### src/rtl/sobel_pkg.sv
package sobel_pkg;
  localparam int NUM_TAPS = 8;
  localparam int NUM_DIRS = 2;

  typedef enum int {
    TAP_NW = 0, TAP_N = 1, TAP_NE = 2, TAP_W = 3,
    TAP_E  = 4, TAP_SW = 5, TAP_S = 6, TAP_SE = 7
  } tap_pos_e;

  // Kernel slot k: 0..2 = positive side (corner, middle, corner),
  // 3..5 = negative side (corner, middle, corner). Direction 0 is horizontal.
  function automatic int kernel_tap(input int dir, input int k);
    tap_pos_e p;
    if (dir == 0) begin
      case (k)
        0: p = TAP_NE;  1: p = TAP_E;  2: p = TAP_SE;
        3: p = TAP_NW;  4: p = TAP_W;  default: p = TAP_SW;
      endcase
    end else begin
      case (k)
        0: p = TAP_SW;  1: p = TAP_S;  2: p = TAP_SE;
        3: p = TAP_NW;  4: p = TAP_N;  default: p = TAP_NE;
      endcase
    end
    return int'(p);
  endfunction
endpackage

### src/rtl/sobel_kernel.sv
module sobel_kernel #(
  parameter int LW = 12,
  parameter int SW = LW + 3
) (
  input  logic [LW-1:0]        pa,
  input  logic [LW-1:0]        pm,
  input  logic [LW-1:0]        pb,
  input  logic [LW-1:0]        na,
  input  logic [LW-1:0]        nm,
  input  logic [LW-1:0]        nb,
  output logic signed [SW-1:0] grad
);
  logic [LW+1:0] pos_sum;
  logic [LW+1:0] neg_sum;

  always_comb begin
    pos_sum = (LW+2)'(pa) + {1'b0, pm, 1'b0} + (LW+2)'(pb);
    neg_sum = (LW+2)'(na) + {1'b0, nm, 1'b0} + (LW+2)'(nb);
    grad    = signed'(SW'(pos_sum)) - signed'(SW'(neg_sum));
  end
endmodule

### src/rtl/sobel_invroot.sv
module sobel_invroot #(
  parameter int ADDR_W  = 13,
  parameter int TRUNC_W = 5,
  parameter int PIX_W   = 8
) (
  input  logic [ADDR_W-1:0] code,
  output logic [PIX_W-1:0]  pix
);
  localparam int X_W     = ADDR_W + TRUNC_W;
  localparam int ROOT_W  = (X_W + 1) / 2;
  localparam int SQR_W   = 2 * ROOT_W;
  localparam int PIX_MAX = (1 << PIX_W) - 1;

  logic [SQR_W-1:0]  x;
  logic [ROOT_W-1:0] root;
  logic [ROOT_W-1:0] trial;
  logic [ROOT_W-1:0] half;

  // Digit-by-digit floor square root of code*2^TRUNC_W, then halve and invert.
  always_comb begin
    x    = SQR_W'({code, {TRUNC_W{1'b0}}});
    root = '0;
    for (int i = ROOT_W - 1; i >= 0; i--) begin
      trial = root | (ROOT_W'(1) << i);
      if (SQR_W'(trial) * SQR_W'(trial) <= x) root = trial;
    end
    half = root >> 1;
    if (int'(half) > PIX_MAX) pix = '0;
    else                      pix = PIX_W'(PIX_MAX - int'(half));
  end
endmodule

### src/rtl/sobel_edge_pipe.sv
module sobel_edge_pipe
  import sobel_pkg::*;
#(
  parameter int LUMA_W    = 12,
  parameter int DROP_BITS = 8,
  parameter int SAT_W     = 18,
  parameter int ADDR_W    = 13,
  parameter int PIX_W     = 8
) (
  input  logic              clk,
  input  logic              rst_n,
  input  logic              in_valid,
  output logic              in_ready,
  input  logic [LUMA_W-1:0] tap_nw,
  input  logic [LUMA_W-1:0] tap_n,
  input  logic [LUMA_W-1:0] tap_ne,
  input  logic [LUMA_W-1:0] tap_w,
  input  logic [LUMA_W-1:0] tap_e,
  input  logic [LUMA_W-1:0] tap_sw,
  input  logic [LUMA_W-1:0] tap_s,
  input  logic [LUMA_W-1:0] tap_se,
  output logic              out_valid,
  input  logic              out_ready,
  output logic [PIX_W-1:0]  out_pix
);
  localparam int SUM_W   = LUMA_W + 3;
  localparam int MUL_W   = 2 * SUM_W;
  localparam int SQ_W    = 2 * SUM_W - 1;
  localparam int TRUNC_W = SAT_W - ADDR_W;
  localparam logic [SQ_W-1:0] SAT_LIM = SQ_W'((64'd1 << SAT_W) - 64'd1);

  logic [LUMA_W-1:0]       taps [NUM_TAPS];
  logic signed [SUM_W-1:0] grad [NUM_DIRS];
  logic signed [SUM_W-1:0] g_q  [NUM_DIRS];
  logic signed [MUL_W-1:0] g_ext[NUM_DIRS];
  logic signed [MUL_W-1:0] g_sq [NUM_DIRS];
  logic [SQ_W-1:0]         sq_c, sq_q;
  logic [ADDR_W-1:0]       addr_c, addr_q;
  logic [PIX_W-1:0]        pix_c, pix_q;
  logic                    v1, v2, v3, v4;
  logic                    adv;

  assign taps[TAP_NW] = tap_nw;
  assign taps[TAP_N]  = tap_n;
  assign taps[TAP_NE] = tap_ne;
  assign taps[TAP_W]  = tap_w;
  assign taps[TAP_E]  = tap_e;
  assign taps[TAP_SW] = tap_sw;
  assign taps[TAP_S]  = tap_s;
  assign taps[TAP_SE] = tap_se;

  // One kernel per direction; only the tap routing differs.
  for (genvar d = 0; d < NUM_DIRS; d++) begin : g_dir
    sobel_kernel #(.LW(LUMA_W), .SW(SUM_W)) u_kern (
      .pa  (taps[kernel_tap(d, 0)]),
      .pm  (taps[kernel_tap(d, 1)]),
      .pb  (taps[kernel_tap(d, 2)]),
      .na  (taps[kernel_tap(d, 3)]),
      .nm  (taps[kernel_tap(d, 4)]),
      .nb  (taps[kernel_tap(d, 5)]),
      .grad(grad[d])
    );
  end

  // Whole pipeline advances together; a held output freezes every stage.
  assign adv       = !v4 || out_ready;
  assign in_ready  = adv;
  assign out_valid = v4;
  assign out_pix   = pix_q;

  always_comb begin
    sq_c = '0;
    for (int d = 0; d < NUM_DIRS; d++) begin
      g_ext[d] = MUL_W'(g_q[d]);
      g_sq[d]  = g_ext[d] * g_ext[d];
      sq_c     = sq_c + SQ_W'(g_sq[d]);
    end
  end

  always_comb begin
    if ((sq_q >> DROP_BITS) > SAT_LIM) addr_c = '1;
    else                               addr_c = ADDR_W'(sq_q >> (DROP_BITS + TRUNC_W));
  end

  sobel_invroot #(.ADDR_W(ADDR_W), .TRUNC_W(TRUNC_W), .PIX_W(PIX_W)) u_root (
    .code(addr_q),
    .pix (pix_c)
  );

  always_ff @(posedge clk or negedge rst_n) begin
    if (!rst_n) begin
      v1 <= 1'b0;
      v2 <= 1'b0;
      v3 <= 1'b0;
      v4 <= 1'b0;
    end else if (adv) begin
      v1 <= in_valid;
      v2 <= v1;
      v3 <= v2;
      v4 <= v3;
    end
  end

  always_ff @(posedge clk) begin
    if (adv) begin
      for (int d = 0; d < NUM_DIRS; d++) g_q[d] <= grad[d];
      sq_q   <= sq_c;
      addr_q <= addr_c;
      pix_q  <= pix_c;
    end
  end
endmodule

### config.mk
export PLATFORM = sky130hd
export DESIGN_NAME = sobel_edge_pipe
export DESIGN_NICKNAME = d
export VERILOG_FILES = /design/src/rtl/sobel_pkg.sv /design/src/rtl/sobel_kernel.sv /design/src/rtl/sobel_invroot.sv /design/src/rtl/sobel_edge_pipe.sv
export SDC_FILE = /design/constraint.sdc
export NUM_CORES = 2
export LEC_CHECK = 0
export ABC_AREA = 1
export CAP_MARGIN = 5
export CORE_MARGIN = 5
export CORE_UTILIZATION = 50
export DETAILED_ROUTE_END_ITERATION = 8
export PLACE_DENSITY = 0.77
export RECOVER_POWER = 50
export SLEW_MARGIN = 5
export SYNTH_ARGS = -nofsm -noshare
export SYNTH_HDL_FRONTEND = slang
export SYNTH_SLANG_ARGS = --single-unit
### constraint.sdc
create_clock -name clk -period 31.3 [get_ports clk]
set_input_delay 3.13 -clock clk [delete_from_list [all_inputs] [get_ports clk]]
set_output_delay 3.13 -clock clk [all_outputs]
set_load 0.05 [all_outputs]
==> flow_summary.ini <==
[run_status]
outcome = finished with violations
failed_checks = capacitance limit, slew limit

[floorplanning]
die_width_um = 236.6
floorplan.core_area_um2 = 51090
fp-row-count = 83
start_util_pct = 50.27
design.die.area_um2 = 56000
die_height_um = 236.6
ioPinCount = 110

[setup_path]
timing_worst_setup_path_type = reg2reg
worst_ep_arrival_time_ps = 24870
startpoint_type = flip-flop
worstPathMaxFanout = 19
critPathRequiredTime_ps = 31400
rrSetupSlack_ps = 6530
critical_path.slowest_cell = sky130_fd_sc_hd__nor2_1
critical-path-top-cell-by-count = sky130_fd_sc_hd__nand2_1
endpoint_kind = flip-flop
max_stage_delay_ps = 890

[clock_tree]
cts_resized = 0
cts_tree = yes
cts.repair_timing.setup_buffer_count = 0
clkTransAtPathRegs_ps = 80
cts_buffers = 9
clk_latency_ps = 370
clock_path_buffers = 2
cts.root.buffer_cell = sky130_fd_sc_hd__clkbuf_16
post_cts_hold_buffer_count = 0
maximum_level_of_the_cts_h_tree = 3
tritoncts_num_sinks = 71

[drt]
drcViolationCount = 0
drt_iter0_markers = 1056
route.vias.total = 17870
route.detailed.vias_per_inst = 4.958
final_antenna_net_count = 0
avgRoutedWirePerCell_um = 15.31
wirelength_um = 55190
drt_first_pass_iters = 5

[sta]
maxSlewViolCount = 76
number_of_endpoints_with_negative_hold_slack_in_the_final_report = 0
setup_violations = 0
totalNegativeSetupSlack_ps = 0
fin_worst_hold_slack_ps = 466.2
timing.fmax_mhz = 40.37
period_share_pct = 79.14
rsz0062_at_grt = false
timing.clock.skew_ps = 21.25
max_slew_margin_pct = -58.75
setup_ws_ps = 6530
least_margin_pin_slew_ps = 2381
min_period_ps = 24770

[logic_synthesis]
yosys-mux-area-fraction_pct = 0.1267
post_synth_inst_count = 2843
synth_xor_xnor_area_share_pct = 3.132
syn_avg_cell_area_um2 = 9.034
post_synth_num_cell_types = 54
yosysSeqAreaShare_pct = 8.223
synth_fa_ha_area_share_pct = 59.48
synth_top_cell_by_area = sky130_fd_sc_hd__fa_1
synth_simple_gate_area_share_pct = 11.16
yosys_top_cell_area_share_pct = 45.21
synth_warnings = 0
main_combinational_cell_family_by_area_after_synthesis = adder cells
postSynthRegisterBits = 71
synth_area_leaders = sky130_fd_sc_hd__fa_1 (45%), sky130_fd_sc_hd__ha_1 (14%), sky130_fd_sc_hd__inv_1 (13%), sky130_fd_sc_hd__edfxtp_1 (7.8%), sky130_fd_sc_hd__nand2_1 (6.8%)
synth_area_um2 = 25680
synthesis.nets = 3816
synth-compound-area-share_pct = 4.092

[global_routing]
grt_overflow = 0
largest_net_degree_at_the_start_of_global_routing = 42
grt_first_pass_wirelength_um = 93490
track_usage_pct = 20.62
first_global_vias = 19190
antenna_found_initial = 2

[layout]
area_delta_synth_final_pct = 8.257
final_core_util_pct = 54.42
layout-drive-gt1-share_pct = 2.600
layout_commonest_cell = sky130_fd_sc_hd__inv_1
final_nets = 3892
most-common-layout-cells = sky130_fd_sc_hd__inv_1 (883), sky130_fd_sc_hd__fa_1 (580), sky130_fd_sc_hd__nand2_1 (463)

[hold_path]
holdCritPathClass = reg2reg

[job]
drv_cap = 2

[placement]
placement.io_buffers = 109
pre_cts_slack_ps = 7462
post-dp-hpwl_um = 47420
gpl.final_weighted_congestion = 0.9194
[state kept, by name (all words and copies together) (netlist names)]
name,flops
sq_q,16
v2,1
v3,1
out_valid,1
v1,1
g_q,30
out_pix,8
addr_q,13
[area by class of cell]
class	instances	area [um^2]
Antenna cell	1	2.502
Clock buffer	10	229.0
Clock inverter	5	107.6
Fill cell	4544	23290
Inverter	893	3356
Multi-Input combinational cell	1830	20030
Sequential cell	71	2112
Tap cell	680	850.8
Timing Repair Buffer	114	1121
[worst paths after layout]
check / from / end / cells after the start
max in group asynchronous: rst_n / out_valid / 1
hold / removal: v3 / out_valid / 2
hold reg to reg: v3 / out_valid / 2
setup reg to reg: addr_q[11] / out_pix[0] / 115
min in group asynchronous: rst_n / v3 / 1
setup / recovery: addr_q[11] / out_pix[0] / 115
[layer usage]
metal	global-route usage, %	vias up	part of all wire (%)
met5	0	-	0.024
met4	5.527	2	2.5
met3	3.925	93	6.7
met2	35.62	505	50
met1	26.86	8767	40
li1	-	8500	-
[critical path, delay by kind of cell (launching register included)]
kind	cells	cell delay (ps)
AOI/OAI and AO/OA	18	2700
and+or+nand+nor	38	5390
buffers and inverters	19	1800
xor gates and xnor gates	7	1210
DFF	1	380
adders and majority gates	33	12940
[Yosys cell counts, drive strengths merged]
master   number
o21a          4
o211ai        3
nor3         19
nand4        16
mux2          2
a31o          1
o2111ai       2
nand3        57
o311ai        1
xor2         64
ha          293
a31oi         6
inv         891
o221ai        2
edfxtp       67
xnor2        27
clkinv        2
a211oi        4
a21o          5
fa          580
nand2       477
o21bai       10
nor4          5
a21oi       104
dfrtp         4
nor2         96
clkbuf       47
o31ai         3
or2          12
a21boi        1
o21ai        34
mux2i         1
buf           2
nand3b        1
[through the flow]
step                      instances  area [um^2]
after floorplan                2843        25680
after global placement         3588        27490
after detailed placement       3588        27490
after CTS                      3603        27820
after global routing           3603        27800
final                          3604        27810
[kinds of logic after synthesis]
family	count (synthesis)
buffers and inverters	942
adder cells (fa/ha/maj)	873
AND/OR/NAND/NOR	683
AO/OA/AOI/OAI	180
XOR/XNOR	91
flip-flops	71
multiplexers	3
Power is not shown: default switching activity piles up to over one toggle a cycle in this logic, so the estimate is an artifact.
